--- src/rtl/tpa_pkg.sv ---
package tpa_pkg;
   typedef enum logic [1:0] {FE_IDLE, FE_ASK, FE_SETTLE, FE_OWN} fe_state_t;
   typedef enum logic [1:0] {AR_LOW, AR_DRAIN, AR_ARMED, AR_HOLD} ar_state_t;

   function automatic int unsigned max3(input int unsigned a, input int unsigned b,
                                        input int unsigned c);
      int unsigned m;
      m = (a > b) ? a : b;
      return (m > c) ? m : c;
   endfunction

   function automatic int unsigned cnt_bits(input int unsigned v);
      return (v < 2) ? 1 : $clog2(v + 1);
   endfunction
endpackage

--- src/rtl/tpa_rise.sv ---
module tpa_rise (
   input  logic clk,
   input  logic rst,
   input  logic lvl,
   output logic rise
);
   logic prev;

   always_ff @(posedge clk) begin
      if (rst) prev <= 1'b0;
      else     prev <= lvl;
   end

   assign rise = lvl & ~prev;
endmodule

--- src/rtl/tpa_hp_front.sv ---
module tpa_hp_front
   import tpa_pkg::*;
#(
   parameter int unsigned USE_DELAY = 2,
   parameter int unsigned CW        = 7
) (
   input  logic clk,
   input  logic rst,
   input  logic call_rise,
   input  logic hp_grant,
   output logic hp_req,
   output logic hp_use
);
   fe_state_t       st;
   logic [CW-1:0]   cnt;

   always_ff @(posedge clk) begin
      if (rst) begin
         st     <= FE_IDLE;
         hp_req <= 1'b0;
         hp_use <= 1'b0;
         cnt    <= '0;
      end else begin
         case (st)
            FE_IDLE: if (call_rise) begin
               hp_req <= 1'b1;
               st     <= FE_ASK;
            end
            FE_ASK: if (hp_grant) begin
               cnt <= CW'(USE_DELAY - 2);
               st  <= FE_SETTLE;
            end
            FE_SETTLE: begin
               if (cnt == '0) begin
                  hp_use <= 1'b1;
                  hp_req <= 1'b0;
                  st     <= FE_OWN;
               end else begin
                  cnt <= cnt - 1'b1;
               end
            end
            FE_OWN: if (!hp_grant) begin
               hp_use <= 1'b0;
               st     <= FE_IDLE;
            end
            default: st <= FE_IDLE;
         endcase
      end
   end


   req_use_excl_chk: assert property (@(posedge clk) disable iff (rst)
      !(hp_req && hp_use));


   use_release_chk: assert property (@(posedge clk) disable iff (rst)
      $fell(hp_grant) |=> !hp_use);


   use_needs_grant_chk: assert property (@(posedge clk) disable iff (rst)
      $rose(hp_use) |-> hp_grant);
endmodule

--- src/rtl/tpa_arb_core.sv ---
module tpa_arb_core
   import tpa_pkg::*;
#(
   parameter int unsigned HANDOFF_WAIT = 4,
   parameter int unsigned TENURE       = 64,
   parameter int unsigned CW           = 7
) (
   input  logic clk,
   input  logic rst,
   input  logic hp_req,
   input  logic lp_busy,
   input  logic hp_use,
   output logic hp_grant,
   output logic lp_grant
);
   ar_state_t       st;
   logic [CW-1:0]   cnt;

   always_ff @(posedge clk) begin
      if (rst) begin
         st       <= AR_LOW;
         hp_grant <= 1'b0;
         lp_grant <= 1'b1;
         cnt      <= '0;
      end else begin
         case (st)
            AR_LOW: if (hp_req) begin
               lp_grant <= 1'b0;
               if (lp_busy) begin
                  cnt <= CW'(HANDOFF_WAIT - 2);
                  st  <= AR_DRAIN;
               end else begin
                  hp_grant <= 1'b1;
                  st       <= AR_ARMED;
               end
            end
            AR_DRAIN: begin
               if (cnt == '0) begin
                  hp_grant <= 1'b1;
                  st       <= AR_ARMED;
               end else begin
                  cnt <= cnt - 1'b1;
               end
            end
            AR_ARMED: if (hp_use) begin
               cnt <= CW'(TENURE - 2);
               st  <= AR_HOLD;
            end
            AR_HOLD: begin
               if (cnt == '0) begin
                  hp_grant <= 1'b0;
                  lp_grant <= 1'b1;
                  st       <= AR_LOW;
               end else begin
                  cnt <= cnt - 1'b1;
               end
            end
            default: st <= AR_LOW;
         endcase
      end
   end

   // Observation counters for the timing checks below
   logic [CW:0] lat_cnt;
   logic [CW:0] ten_cnt;

   always_ff @(posedge clk) begin
      if (rst) begin
         lat_cnt <= '0;
         ten_cnt <= '0;
      end else begin
         lat_cnt <= (hp_req && !hp_grant) ? lat_cnt + 1'b1 : '0;
         ten_cnt <= (hp_use && hp_grant)  ? ten_cnt + 1'b1 : '0;
      end
   end


   grant_excl_chk: assert property (@(posedge clk) disable iff (rst)
      !(hp_grant && lp_grant));


   grant_latency_chk: assert property (@(posedge clk) disable iff (rst)
      lat_cnt <= (CW+1)'(HANDOFF_WAIT));


   tenure_len_chk: assert property (@(posedge clk) disable iff (rst)
      $fell(hp_grant) |-> (ten_cnt == (CW+1)'(TENURE)));


   lp_drop_chk: assert property (@(posedge clk) disable iff (rst)
      $rose(hp_req) |=> !lp_grant);


   lp_return_chk: assert property (@(posedge clk) disable iff (rst)
      $fell(hp_grant) |-> lp_grant);
endmodule

--- src/rtl/prio_tenure_arbiter.sv ---
module prio_tenure_arbiter
   import tpa_pkg::*;
#(
   parameter int unsigned HANDOFF_WAIT = 4,
   parameter int unsigned USE_DELAY    = 2,
   parameter int unsigned TENURE       = 64
) (
   input  logic clk,
   input  logic rst,
   input  logic hp_call,
   input  logic lp_busy,
   output logic hp_req,
   output logic hp_use,
   output logic hp_grant,
   output logic lp_grant
);
   localparam int unsigned CW = cnt_bits(max3(HANDOFF_WAIT, USE_DELAY, TENURE));

   if (HANDOFF_WAIT < 2) begin : g_bad_wait
      $error("HANDOFF_WAIT must be at least 2");
   end
   if (USE_DELAY < 2) begin : g_bad_use
      $error("USE_DELAY must be at least 2");
   end
   if (TENURE < 2) begin : g_bad_tenure
      $error("TENURE must be at least 2");
   end

   logic call_rise;

   tpa_rise u_rise (
      .clk  (clk),
      .rst  (rst),
      .lvl  (hp_call),
      .rise (call_rise)
   );

   tpa_hp_front #(.USE_DELAY(USE_DELAY), .CW(CW)) u_front (
      .clk       (clk),
      .rst       (rst),
      .call_rise (call_rise),
      .hp_grant  (hp_grant),
      .hp_req    (hp_req),
      .hp_use    (hp_use)
   );

   tpa_arb_core #(.HANDOFF_WAIT(HANDOFF_WAIT), .TENURE(TENURE), .CW(CW)) u_core (
      .clk      (clk),
      .rst      (rst),
      .hp_req   (hp_req),
      .lp_busy  (lp_busy),
      .hp_use   (hp_use),
      .hp_grant (hp_grant),
      .lp_grant (lp_grant)
   );
endmodule

--- config.mk ---
export PLATFORM = sky130hd
export DESIGN_NAME = prio_tenure_arbiter
export DESIGN_NICKNAME = d
export VERILOG_FILES = /design/src/rtl/tpa_pkg.sv /design/src/rtl/tpa_rise.sv /design/src/rtl/tpa_hp_front.sv /design/src/rtl/tpa_arb_core.sv /design/src/rtl/prio_tenure_arbiter.sv
export SDC_FILE = /design/constraint.sdc
export NUM_CORES = 1
export LEC_CHECK = 0
export BUFFER_PORTS_ARGS = -buffer_cell sky130_fd_sc_hd__buf_2
export CELL_PAD_IN_SITES_DETAIL_PLACEMENT = 1
export CELL_PAD_IN_SITES_GLOBAL_PLACEMENT = 2
export CORE_UTILIZATION = 33
export CTS_CLUSTER_SIZE = 10
export DETAILED_ROUTE_END_ITERATION = 8
export HOLD_SLACK_MARGIN = 0.15
export PLACE_DENSITY_LB_ADDON = 0.1
export SKIP_LAST_GASP = 1
export SLEW_MARGIN = 40
export SYNTH_ARGS = -nofsm -noshare
export SYNTH_HDL_FRONTEND = slang
export SYNTH_HIERARCHICAL = 1
export SYNTH_SLANG_ARGS = --single-unit
--- constraint.sdc ---
create_clock -name clk -period 1.85 [get_ports clk]
set_input_delay 0.185 -clock clk [delete_from_list [all_inputs] [get_ports clk]]
set_output_delay 0.185 -clock clk [all_outputs]
set_load 0.05 [all_outputs]
==> impl_metrics.yaml <==
timing:
  hold_viol: 0
  setup_viol_count_final: 0
  post-route-period-util_pct: 93.5
  setup_tns_ps: 0
  relSlewSlack_pct: 74.2
  period_needed_ps: 1730
  slew_viol_final: 0
  rsz0062_at_grt: "true"
  finClkSkew_ps: 5.02
  worst_pin_slew_ps: 385
  fmax_ghz: 0.578
critical_path:
  cp.required_ps: 2050
  cp-start-kind: "register"
  crit_arrival_ps: 1930
  crit_type: "reg -> reg"
  r2r_cells: 4
  critPathCaptureType: "register"
  crit_fanout: 6
routing:
  wirelength_microns: 3850
  vias_per_cell: 5.42
  ant_nets: 0
  dr.first_iter.drc_count: 34
  wl_per_cell_microns: 15.8
  first_pass_iters: 4
  vias: 1322
  drc_errors: 0
floorplan:
  die_h_microns: 69
  start_util_pct: 34.3
  rows: 24
  chipWidth_microns: 69
  die_area_sq_um: 4760
  io_pins: 8
  coreArea_sq_um: 4320
run:
  maxCapViolations: 0
clocking:
  root_buffer: "clkbuf_8"
  cts.sinks: 23
  worstSkewPairLatency_ps: 260
  clk_pin_slew_ps: 90
  ctsHtreeMaxLevel: 1
  cts_tree: "done"
  clock_path_buffers: 2
  postCtsSetupRepairBufs: 0
  cts_buffers: 3
worst_hold_path:
  worst_hold_path_type: "in -> reg"
  whs_path_depth: 2
global_route:
  grt-ovfl-total: 0
  use_met3_pct: 1.75
  use_met1_pct: 21.2
  grtUsageTotal_pct: 17.2
  first_global_vias: 1439
  antenna_found_initial: 0
  grt_pass1_wl_microns: 6690
  grt_max_degree: 15
  met2_usage_pct: 31.6
  busiest_layer: "met2"
yosys:
  ys_seq_area_share_pct: 31.1
  synth.distinct_cells: 49
  synth_seq_cells: 23
  syn_nets: 189
  syn_area_per_cell_sq_um: 8.56
  ys.flop_type: "dfxtp_1"
  synth_top_area_share_pct: 31.1
  synthCells: 173
  synth_edf_count: 0
  yosysTopAreaCell: "dfxtp_1"
  ys_top_cells_by_area: "dfxtp_1 31%, ha_1 10%, a21oi_1 4.7%"
  yosysWarningCount: 6
  synth_area_sq_um: 1480
  async_reset_ff_share_pct: 0
final_layout:
  final_cell_area_sq_um: 1690
  n_antenna_cell: 0
  drive_above_1_share_pct: 16.7
  areaGrowthSynthToFinish_pct: 14.2
  fin_nets: 209
  final_core_util_pct: 39.1
  num-fill-cells: 532
power_and_ir_drop:
  leakage_nw: 0.673
  ir_worst_vdd_uv: 565
  cellPowerDensity_nw_per_um2: 1510
run_status:
  status: "completed"
placement:
  post-dp-hpwl_microns: 3020
  place_area_sq_um: 1640
  gp_congestion: 0.810
  portBuffers: 7
-- cell type report --
cell class,count,area [sq um],share of cell area (%)
clock buffers,4,45.0,2.66
flip-flops and latches,23,460,27.2
inverters,17,63.8,3.77
multi-input cells,129,930,55.0
repair buffers,19,128,7.54
well taps,52,65.1,3.85
-- cell families (layout without fill, tap and decap cells) --
logic type | after synthesis | count (layout) | share of synthesized area (%)
flops | 23 | 23 | 31.1
fa+ha+maj | 12 | 12 | 10.1
compound gates | 54 | 54 | 24.7
simple gates | 56 | 56 | 23.1
buf+inv | 21 | 40 | 6.17
mux | 7 | 7 | 4.90
-- Yosys cell counts (2+ instances only) --
cell / instances
dfxtp_1: 23
inv_1: 17
a21oi_1: 14
ha_1: 12
nand2_1: 12
nor2_1: 9
o21ai_0: 8
a31oi_1: 6
mux2i_1: 5
nand2b_1: 5
nor2b_1: 4
o21ai_1: 4
o31ai_1: 4
nor3_1: 3
nor4_1: 3
or3_1: 3
clkbuf_1: 2
mux2_2: 2
nand3b_1: 2
nor2b_4: 2
o21bai_1: 2
o311a_1: 2
o311ai_1: 2
or3_4: 2
-- registers in the layout (all words and copies together), names as in the netlist --
name,flops
u_core/cnt,7
u_core/hp_grant,1
u_core/lp_grant,1
u_core/st,2
u_front/cnt,7
u_front/hp_req,1
u_front/hp_use,1
u_front/st,2
u_rise/prev,1
-- power by group --
group	total, mW	switching [mW]	internal (mW)
registers	0.736	0.129	0.607
clock network	0.322	0.168	0.154
logic	1.50	0.881	0.617
-- worst max-delay path, stage by stage (launching register included) --
cell	delay (ps)
dfxtp_1	360
or3_4	420
or3_1	500
a21oi_4	210
mux2i_1	180
-- metal layers --
layer,vias up,routed length [microns]
met1,652,1790
met5,-,0
met4,0,26
met2,2,2000
li1,666,-
met3,2,32
-- final timing paths --
| path | from | to | slack [ps] |
|---|---|---|---|
| setup / recovery | u_front/cnt[3] | u_front/st[1] | 120 |
| hold / removal | rst | u_rise/prev | 210 |
| setup reg to reg | u_front/cnt[3] | u_front/st[1] | 120 |
| hold reg to reg | u_front/cnt[5] | u_front/cnt[5] | 490 |
-- layout by cell type, fill, tap and decap left out, types with 3 or more instances in the layout --
cell type / synthesis / layout
a31oi_1: 6 / 6
o21ai_1: 4 / 4
nor2_1: 9 / 9
inv_1: 17 / 17
a21oi_1: 14 / 14
o311ai_1: 2 / 3
buf_4: 0 / 11
o21ai_0: 8 / 8
o31ai_1: 4 / 4
nand2_1: 12 / 12
dfxtp_1: 23 / 23
buf_2: 0 / 7
or3_1: 3 / 3
nor3_1: 3 / 3
mux2i_1: 5 / 5
nor4_1: 3 / 3
clkbuf_8: 0 / 3
nor2b_1: 4 / 4
nand2b_1: 5 / 5
ha_1: 12 / 12
-- per-stage QoR --
step	hold slack (ps)	setup WS [ps]	total power, mW	instances
after floorplan	249	106	1.76	173
after global placement	417	146	2.20	239
after detailed placement	430	101	2.24	239
after CTS	207	83.5	2.58	244
after global routing	210	-6.45	2.78	244
final	210	120	2.56	244
-- what timing repair did --
action / CTS / global route
gates resized for setup: 0 / 1
hold endpoints to repair: 1 / 0
endpoints found under the setup margin: 0 / 3
hold buffers: 1 / 0
No activity file was read; power rests on OpenSTA's default activity.
